**src/rtl/pwt_pkg.sv**
```systemverilog
package pwt_pkg;
  typedef enum logic [1:0] {
    EDGE_FALL = 2'b00,
    EDGE_RISE = 2'b01,
    EDGE_NONE = 2'b10,
    EDGE_BOTH = 2'b11
  } edge_mode_e;
endpackage

```
**src/rtl/pwt_in_filter.sv**
```systemverilog
// Two-flop synchronizer, sample divider and two-sample level filter.
module pwt_in_filter #(
  parameter int SAMP_SHIFT = 2,
  parameter int RSEL_W     = 2
) (
  input  logic              clk,
  input  logic              rst_n,
  input  logic              pin_in,
  input  logic [RSEL_W-1:0] samp_rate,
  output logic              rise_o,
  output logic              fall_o
);
  localparam int NSEL  = 1 << RSEL_W;
  localparam int DIV_W = SAMP_SHIFT * (NSEL - 1);

  logic             sync1_q, sync2_q;
  logic [DIV_W-1:0] div_q, div_d, samp_mask;
  logic             strobe;
  logic [1:0]       warm_q, warm_d;
  logic             lvl_q, lvl_d, pend_q, pend_d;
  logic             rise_q, rise_d, fall_q, fall_d;

  // sample strobe mask per rate select
  always_comb begin
    samp_mask = '0;
    for (int k = 0; k < NSEL; k++) begin
      if (samp_rate == RSEL_W'(k)) begin
        samp_mask = DIV_W'((64'd1 << (SAMP_SHIFT * k)) - 64'd1);
      end
    end
  end

  assign strobe = ((div_q & samp_mask) == '0);
  assign div_d  = div_q + DIV_W'(1);

  always_comb begin
    warm_d = warm_q;
    lvl_d  = lvl_q;
    pend_d = pend_q;
    rise_d = 1'b0;
    fall_d = 1'b0;
    if (warm_q != 2'b11) begin
      warm_d = warm_q + 2'd1;
      lvl_d  = sync2_q;
      pend_d = 1'b0;
    end else if (strobe) begin
      if (sync2_q == lvl_q) begin
        pend_d = 1'b0;
      end else if (pend_q) begin
        lvl_d  = sync2_q;
        pend_d = 1'b0;
        rise_d = sync2_q;
        fall_d = ~sync2_q;
      end else begin
        pend_d = 1'b1;
      end
    end
  end

  always_ff @(posedge clk or negedge rst_n) begin
    if (!rst_n) begin
      sync1_q <= 1'b0;
      sync2_q <= 1'b0;
      div_q   <= '0;
      warm_q  <= 2'b00;
      lvl_q   <= 1'b0;
      pend_q  <= 1'b0;
      rise_q  <= 1'b0;
      fall_q  <= 1'b0;
    end else begin
      sync1_q <= pin_in;
      sync2_q <= sync1_q;
      div_q   <= div_d;
      warm_q  <= warm_d;
      lvl_q   <= lvl_d;
      pend_q  <= pend_d;
      rise_q  <= rise_d;
      fall_q  <= fall_d;
    end
  end

  assign rise_o = rise_q;
  assign fall_o = fall_q;
endmodule

```
**src/rtl/pwt_edge_decode.sv**
```systemverilog
// Maps filtered edges to restart and opposite-edge capture requests.
module pwt_edge_decode (
  input  logic                   rise_i,
  input  logic                   fall_i,
  input  pwt_pkg::edge_mode_e    mode_i,
  output logic                   restart_o,
  output logic                   snap_o
);
  always_comb begin
    restart_o = 1'b0;
    snap_o    = 1'b0;
    case (mode_i)
      pwt_pkg::EDGE_RISE: begin
        restart_o = rise_i;
        snap_o    = fall_i;
      end
      pwt_pkg::EDGE_FALL: begin
        restart_o = fall_i;
        snap_o    = rise_i;
      end
      pwt_pkg::EDGE_BOTH: begin
        restart_o = rise_i | fall_i;
        snap_o    = 1'b0;
      end
      default: begin
        restart_o = 1'b0;
        snap_o    = 1'b0;
      end
    endcase
  end
endmodule

```
**src/rtl/pwt_count_core.sv**
```systemverilog
// Counter with capture-then-clear, opposite-edge capture and wrap flag.
module pwt_count_core #(
  parameter int CNT_W = 16
) (
  input  logic             clk,
  input  logic             rst_n,
  input  logic             tick_en,
  input  logic             restart,
  input  logic             snap_lvl,
  input  logic             ovf_clr,
  output logic [CNT_W-1:0] count_o,
  output logic [CNT_W-1:0] period_o,
  output logic [CNT_W-1:0] level_o,
  output logic             irq_o,
  output logic             ovf_o
);
  localparam logic [CNT_W-1:0] CNT_MAX = {CNT_W{1'b1}};

  logic [CNT_W-1:0] cnt_q, cnt_d, per_q, per_d, lev_q, lev_d;
  logic             irq_q, irq_d, ovf_q, ovf_d, wrap;

  always_comb begin
    cnt_d = cnt_q;
    per_d = per_q;
    lev_d = lev_q;
    irq_d = restart;
    wrap  = 1'b0;
    if (restart) begin
      per_d = cnt_q;
      cnt_d = '0;
    end else if (tick_en) begin
      cnt_d = cnt_q + CNT_W'(1);
      wrap  = (cnt_q == CNT_MAX);
    end
    if (snap_lvl) begin
      lev_d = cnt_q;
    end
    if (wrap) begin
      ovf_d = 1'b1;
    end else if (ovf_clr) begin
      ovf_d = 1'b0;
    end else begin
      ovf_d = ovf_q;
    end
  end

  always_ff @(posedge clk or negedge rst_n) begin
    if (!rst_n) begin
      cnt_q <= '0;
      per_q <= '0;
      lev_q <= '0;
      irq_q <= 1'b0;
      ovf_q <= 1'b0;
    end else begin
      cnt_q <= cnt_d;
      per_q <= per_d;
      lev_q <= lev_d;
      irq_q <= irq_d;
      ovf_q <= ovf_d;
    end
  end

  assign count_o  = cnt_q;
  assign period_o = per_q;
  assign level_o  = lev_q;
  assign irq_o    = irq_q;
  assign ovf_o    = ovf_q;
endmodule

```
**src/rtl/pulse_restart_timer.sv**
```systemverilog
module pulse_restart_timer #(
  parameter int CNT_W      = 16,
  parameter int SAMP_SHIFT = 2,
  parameter int RSEL_W     = 2
) (
  input  logic              clk,
  input  logic              rst_n,
  input  logic              pin_in,
  input  logic              tick_en,
  input  logic [1:0]        edge_mode,
  input  logic [RSEL_W-1:0] samp_rate,
  input  logic              ovf_clr,
  output logic [CNT_W-1:0]  count_val,
  output logic [CNT_W-1:0]  period_cap,
  output logic [CNT_W-1:0]  level_cap,
  output logic              edge_irq,
  output logic              ovf_flag
);
  logic [1:0] rs_q;
  logic       core_rst_n;
  logic       rise, fall, restart, snap;

  // reset release aligned to clk
  always_ff @(posedge clk or negedge rst_n) begin
    if (!rst_n) begin
      rs_q <= 2'b00;
    end else begin
      rs_q <= {rs_q[0], 1'b1};
    end
  end
  assign core_rst_n = rs_q[1];

  pwt_in_filter #(
    .SAMP_SHIFT (SAMP_SHIFT),
    .RSEL_W     (RSEL_W)
  ) u_filt (
    .clk       (clk),
    .rst_n     (core_rst_n),
    .pin_in    (pin_in),
    .samp_rate (samp_rate),
    .rise_o    (rise),
    .fall_o    (fall)
  );

  pwt_edge_decode u_dec (
    .rise_i    (rise),
    .fall_i    (fall),
    .mode_i    (pwt_pkg::edge_mode_e'(edge_mode)),
    .restart_o (restart),
    .snap_o    (snap)
  );

  pwt_count_core #(
    .CNT_W (CNT_W)
  ) u_core (
    .clk      (clk),
    .rst_n    (core_rst_n),
    .tick_en  (tick_en),
    .restart  (restart),
    .snap_lvl (snap),
    .ovf_clr  (ovf_clr),
    .count_o  (count_val),
    .period_o (period_cap),
    .level_o  (level_cap),
    .irq_o    (edge_irq),
    .ovf_o    (ovf_flag)
  );
endmodule

```
**config.mk**
```make
export PLATFORM = sky130hd
export DESIGN_NAME = pulse_restart_timer
export DESIGN_NICKNAME = d
export VERILOG_FILES = /design/src/rtl/pwt_pkg.sv /design/src/rtl/pwt_in_filter.sv /design/src/rtl/pwt_edge_decode.sv /design/src/rtl/pwt_count_core.sv /design/src/rtl/pulse_restart_timer.sv
export SDC_FILE = /design/constraint.sdc
export NUM_CORES = 1
export LEC_CHECK = 0
export BUFFER_PORTS_ARGS = -buffer_cell sky130_fd_sc_hd__buf_4
export CORE_MARGIN = 4
export CORE_UTILIZATION = 55
export DETAILED_ROUTE_END_ITERATION = 16
export PLACE_DENSITY_LB_ADDON = 0.3
export SYNTH_ARGS = -nofsm -noshare
export SYNTH_HDL_FRONTEND = slang
export SYNTH_SLANG_ARGS = --single-unit
```
**constraint.sdc**
```tcl
create_clock -name clk -period 6.1 [get_ports clk]
set_clock_uncertainty 0.1 [all_clocks]
set_input_delay 1.525 -clock clk [delete_from_list [all_inputs] [get_ports clk]]
set_output_delay 1.525 -clock clk [all_outputs]
set_load 0.02 [all_outputs]
```
## After elaboration in Yosys (flattened, before gate mapping)

Index checks and enable logic that the tools add are counted.

- Logic and storage cells: 63
- Input port bits: 9
- Register bits after elaboration: 66

- Add/subtract/negate cells: 3
- Multiplexer cells: 27
- Reductions and logical operators: 7
- Equal/unequal tests: 9
- Bitwise gates (word level): 3

Operators with widths:

| kind | number |
|---|---|
| $mux W16 | 2 |
| $mux W1 | 20 |
| $add A16 B1 Y16 const B | 1 |
| $eq A16 B16 Y1 const B | 1 |
| $mux W6 | 2 |
| $reduce_bool A2 Y1 | 4 |
| $add A6 B1 Y6 const B | 1 |
| $and A6 B6 Y6 | 1 |
| $eq A2 B2 Y1 const B | 3 |
| $logic_not A6 Y1 | 1 |
| $eq A2 B1 Y1 const B | 2 |
| $pmux W1 S3 | 1 |
| $reduce_and A3 Y1 | 1 |
| $add A2 B1 Y2 const B | 1 |
| $logic_not A2 Y1 | 1 |
| $mux W2 | 1 |
| $ne A2 B1 Y1 const B | 1 |
| $ne A2 B2 Y1 const B | 1 |
| $pmux W1 S2 | 1 |
| $eq A1 B1 Y1 | 1 |
| $not A1 Y1 | 1 |
| $or A1 B1 Y1 | 1 |

## Logic depth before layout (Yosys ltp)

- Depth after elaboration: 8
- Mapped depth: 6

## Modules after synthesis

From an unflattened synthesis, not the netlist that was laid out.

- Cells, all modules: 202
- Area, all modules: 2721.4 um^2

Modules (own cells, without submodules):

| module | area each (um^2) | times used | sequential area each (um^2) | cells each |
|---|---|---|---|---|
| pwt_count_core | 2042.0 | 1 | 1251.2 | 151 |
| pwt_in_filter | 594.3 | 1 | 350.3 | 44 |
| pulse_restart_timer | 53.8 | 1 | 50.0 | 3 |
| pwt_edge_decode | 31.3 | 1 | 0.0 | 4 |

## Least setup slack after synthesis

No wires, ideal clock.

- Path kind: input to register
- Start point: in edge_mode[0]
- End point: reg u_core.lev_q[10] (netlist: u_core.level_o[10])
- Library setup time: 0.125 ns
- Path buffers: 1
- Path slack: 3.424 ns
- Stages: 4
- Data arrival time: 2.451 ns
- Data required time: 5.875 ns
- Cell sequence: mux2i_1 > nor2_2 > buf_2 > mux2_2

- Cells in the longest elaborated chain, start to end: 2
- Elaborated cells between the ends (all ways): 3

RTL lines:

| element | line | text |
|---|---|---|
| start, declared | pulse_restart_timer.sv:10 | `input logic [1:0] edge_mode,` |
| $eq A2 B1 Y1 / $logic_not A2 Y1 (equally long branches) | pwt_edge_decode.sv:12 | `case (mode_i)` |
| $pmux W1 S2 (*) | pwt_edge_decode.sv:12 |  |
| end signal, assigned | pwt_count_core.sv:57 | `lev_q <= lev_d;` |
| end, declared | pwt_count_core.sv:19 | `logic [CNT_W-1:0] cnt_q, cnt_d, per_q, per_d, lev_q, lev_d;` |

Every way passes the cells marked *; elsewhere a longest branch is shown, timed or not.
A chain may end at the register's enable or synchronous reset.

## Worst setup path in the final report

- Start point: in edge_mode[0]
- End point: reg u_core.per_q[10] (netlist: u_core.period_o[10])

- Cells in the longest elaborated chain, start to end: 2
- Elaborated cells between the ends (all ways): 4

RTL lines:

| element | line | text |
|---|---|---|
| $eq A2 B2 Y1, or another cell as far along | pwt_edge_decode.sv:12 |  |
| $pmux W1 S3 (*) | pwt_edge_decode.sv:12 |  |
| end signal, assigned | pwt_count_core.sv:56 | `per_q <= per_d;` |
| end, declared | pwt_count_core.sv:19 |  |

Marked as above.

==> run summary <==
DR DRC count -> 0
FP Rows -> 25
Mapped Area -> 2720 sq um
Max clock buf depth -> 2
Measured slew at the worst slew-check pin -> 889 ps
Crit end category -> flip-flop
Final min period -> 3050 ps
Max Clk Rate -> 327 MHz
Period utilization -> 0.501
Largest net degree at the start of global routing -> 65
Sequential area share after synthesis -> 0.607
Gpl congestion -> 0.753
Post-Syn Area per Cell -> 11.5 sq um
First-pass GRT wire length -> 8700 um
Iter 0 DRT Violations -> 107
CORE AREA -> 4750 sq um
CTS tree -> built
Area Overhead vs Synth -> 24.3%
Seq cells post-synth -> 66
Fillers -> 376
TritonCTS Buffers -> 9
Max cap viols -> 0
Clk_lat worst skew -> 330 ps
Syn_nets -> 249
Sw Share -> 0.305
DRT Pass-1 Iters -> 4
Synth area leaders -> dfrtp_1, mux2_2, nand2_1
Sum Neg Setup Slack -> 0 ps
Count of final max-slew check failures -> 0
Root Driver -> clkbuf_8
Die Y -> 78.3 um
PD cells -> 345 nW/um^2
Vias/cell -> 5.17
Post-CTS Resized -> 0
Register area -> 1650 sq um
Die Width -> 78.3 um
Sequential share of power -> 0.483
Area leader, netlist -> dfrtp_1
Hold buffers post-CTS -> 0
DIE AREA -> 6130 sq um
Overall power -> 1160 uW
Top Ports -> 59
Outcome -> completed
Multi-input gate area -> 995 sq um
Yosys warns -> 0
Grt ovf -> 0
Critical setup path kind -> primary input to flip-flop
Port bufs -> 58
Req. time, crit path -> 6220 ps
Total wire length -> 5230 um
ANT nets after route -> 0
Share of the synthesized area in the top cell type -> 0.607
Hold Path Depth -> 0
Nets -> 310
Worst Reg-to-Reg Cells -> 4
Int Pwr -> 809 uW
Antenna Cells -> 0
Setup bufs post-CTS -> 0
Static Leak -> 0.00173 uW
RSZ-0062 raised after global routing -> no
Worst Hold Class -> flip-flop to flip-flop
Clock power frac -> 0.298
Final Hold Viols -> 0
Starting Density -> 0.572
TritonCTS sink count -> 66
Psw -> 355 uW
Initial antenna violation count -> 0
Avg WL per Cell -> 14.2 um
Vias -> 1907
H-tree depth -> 3
Setup violators final -> 0
Dpl hpwl -> 3510 um
Post-synthesis cell count -> 237
Worst setup SP type -> primary input
Share of cells above drive strength 1 -> 0.331
GRT Total Usage -> 0.187
CP arrival -> 3170 ps
Vias in the first global route -> 1859
Peak supply drop -> 0.241 mV
CP Max Fanout -> 32
Clock slew at reported path FFs -> 60 ps
Logic pwr share -> 0.219
Synth unique cells -> 36
Slew headroom -> 0.407
synthesized netlist by cell type (all sizes together):
cell type   n
a21oi       3
a22oi       2
a41o        1
and3        2
and4        4
buf         6
clkbuf      3
conb        1
dfrtp      66
ha          3
inv         5
mux2       18
mux2i       3
nand2      53
nand2b      2
nand3       7
nand4       5
nor2       20
nor2b       2
nor3        1
nor4        2
o21ai       5
o31ai       1
or2         1
or3         1
or4         1
xnor2      10
xor2        9
logic make-up (layout without fill, tap and decap cells):
group	Yosys count	after routing	share of synthesized area
compound gates	12	12	0.0285
xor+xnor	19	19	0.0612
simple gates	101	101	0.175
buf+inv	14	79	0.0267
mux	21	21	0.0856
other cells	1	1	0.00138
fa+ha+maj	3	3	0.0138
flops	66	66	0.607
sequential cells by signal, indices dropped and copies added, names as in the netlist, 2 cells and up:
| name | flops |
|---|---|
| rs_q | 2 |
| u_core.count_o | 16 |
| u_core.level_o | 16 |
| u_core.period_o | 16 |
| u_filt.div_q | 6 |
| u_filt.warm_q | 2 |
power by group through the flow:
stage	logic, uW	registers, uW	clock network [uW]
global route	281	572	375
global placement	253	567	0
CTS	260	562	355
detailed placement	259	570	0
floorplan	97.9	616	0
finish	255	563	347
final timing paths:
path	start	end	slack, ps
worst min-delay path	u_filt.sync1_q$_DFF_PN0_	u_filt.sync2_q$_DFF_PN0_	250
worst max register to register	u_filt.rise_o$_DFF_PN0_	u_core.period_o[10]$_DFFE_PN0N_	4090
worst max-delay path	edge_mode[0]	u_core.period_o[10]$_DFFE_PN0N_	3050
min in group asynchronous	rs_q[1]$_DFF_PN0_	u_core.period_o[14]$_DFFE_PN0N_	340
worst min register to register	u_filt.sync1_q$_DFF_PN0_	u_filt.sync2_q$_DFF_PN0_	250
max in group asynchronous	rst_n	rs_q[1]$_DFF_PN0_	4940
placed cells by master (no fill, tap or decap), drive strengths merged, types with 3 or more instances in the layout:
| cell type | n |
|---|---|
| nand3 | 7 |
| and4 | 4 |
| nor2 | 20 |
| xnor2 | 10 |
| clkbuf | 12 |
| a21oi | 3 |
| ha | 3 |
| mux2i | 3 |
| nand2 | 53 |
| nand4 | 5 |
| buf | 59 |
| inv | 5 |
| o21ai | 5 |
| mux2 | 18 |
| xor2 | 9 |
| dfrtp | 66 |
critical path, stage by stage:
cell     delay, ps
buf_4          130
xnor2_1        140
a22oi_2        670
inv_2          450
nand2_1        180
nand2_1         70
routing by layer:
metal | track usage | wire, um | part of all wire
met5 | 0 | 0 | 0
met4 | 0.0874 | 59 | 0.011
met3 | 0.0654 | 334 | 0.064
met2 | 0.294 | 2580 | 0.49
met1 | 0.233 | 2260 | 0.43
cell type report:
type | count | area share
clock buffer | 12 | 0.0430
clock inverter | 3 | 0.0119
inverter | 5 | 0.00556
multi-input combinational | 157 | 0.294
sequential | 66 | 0.489
tap | 67 | 0.0248
timing repair buffer | 59 | 0.131
metrics by stage:
step / utilization / std cells / setup slack (ps) / area [sq um] / hold WS, ps
final: 0.711 / 369 / 3050 / 3380 / 254
after global routing: 0.711 / 369 / 2920 / 3380 / 266
after detailed placement: 0.672 / 354 / 2710 / 3190 / 243
after global placement: 0.672 / 354 / 2750 / 3190 / 233
after floorplan: - / 237 / 3420 / 2720 / 231
after CTS: 0.711 / 369 / 3010 / 3380 / 258
(Power assumes the default switching activity.)
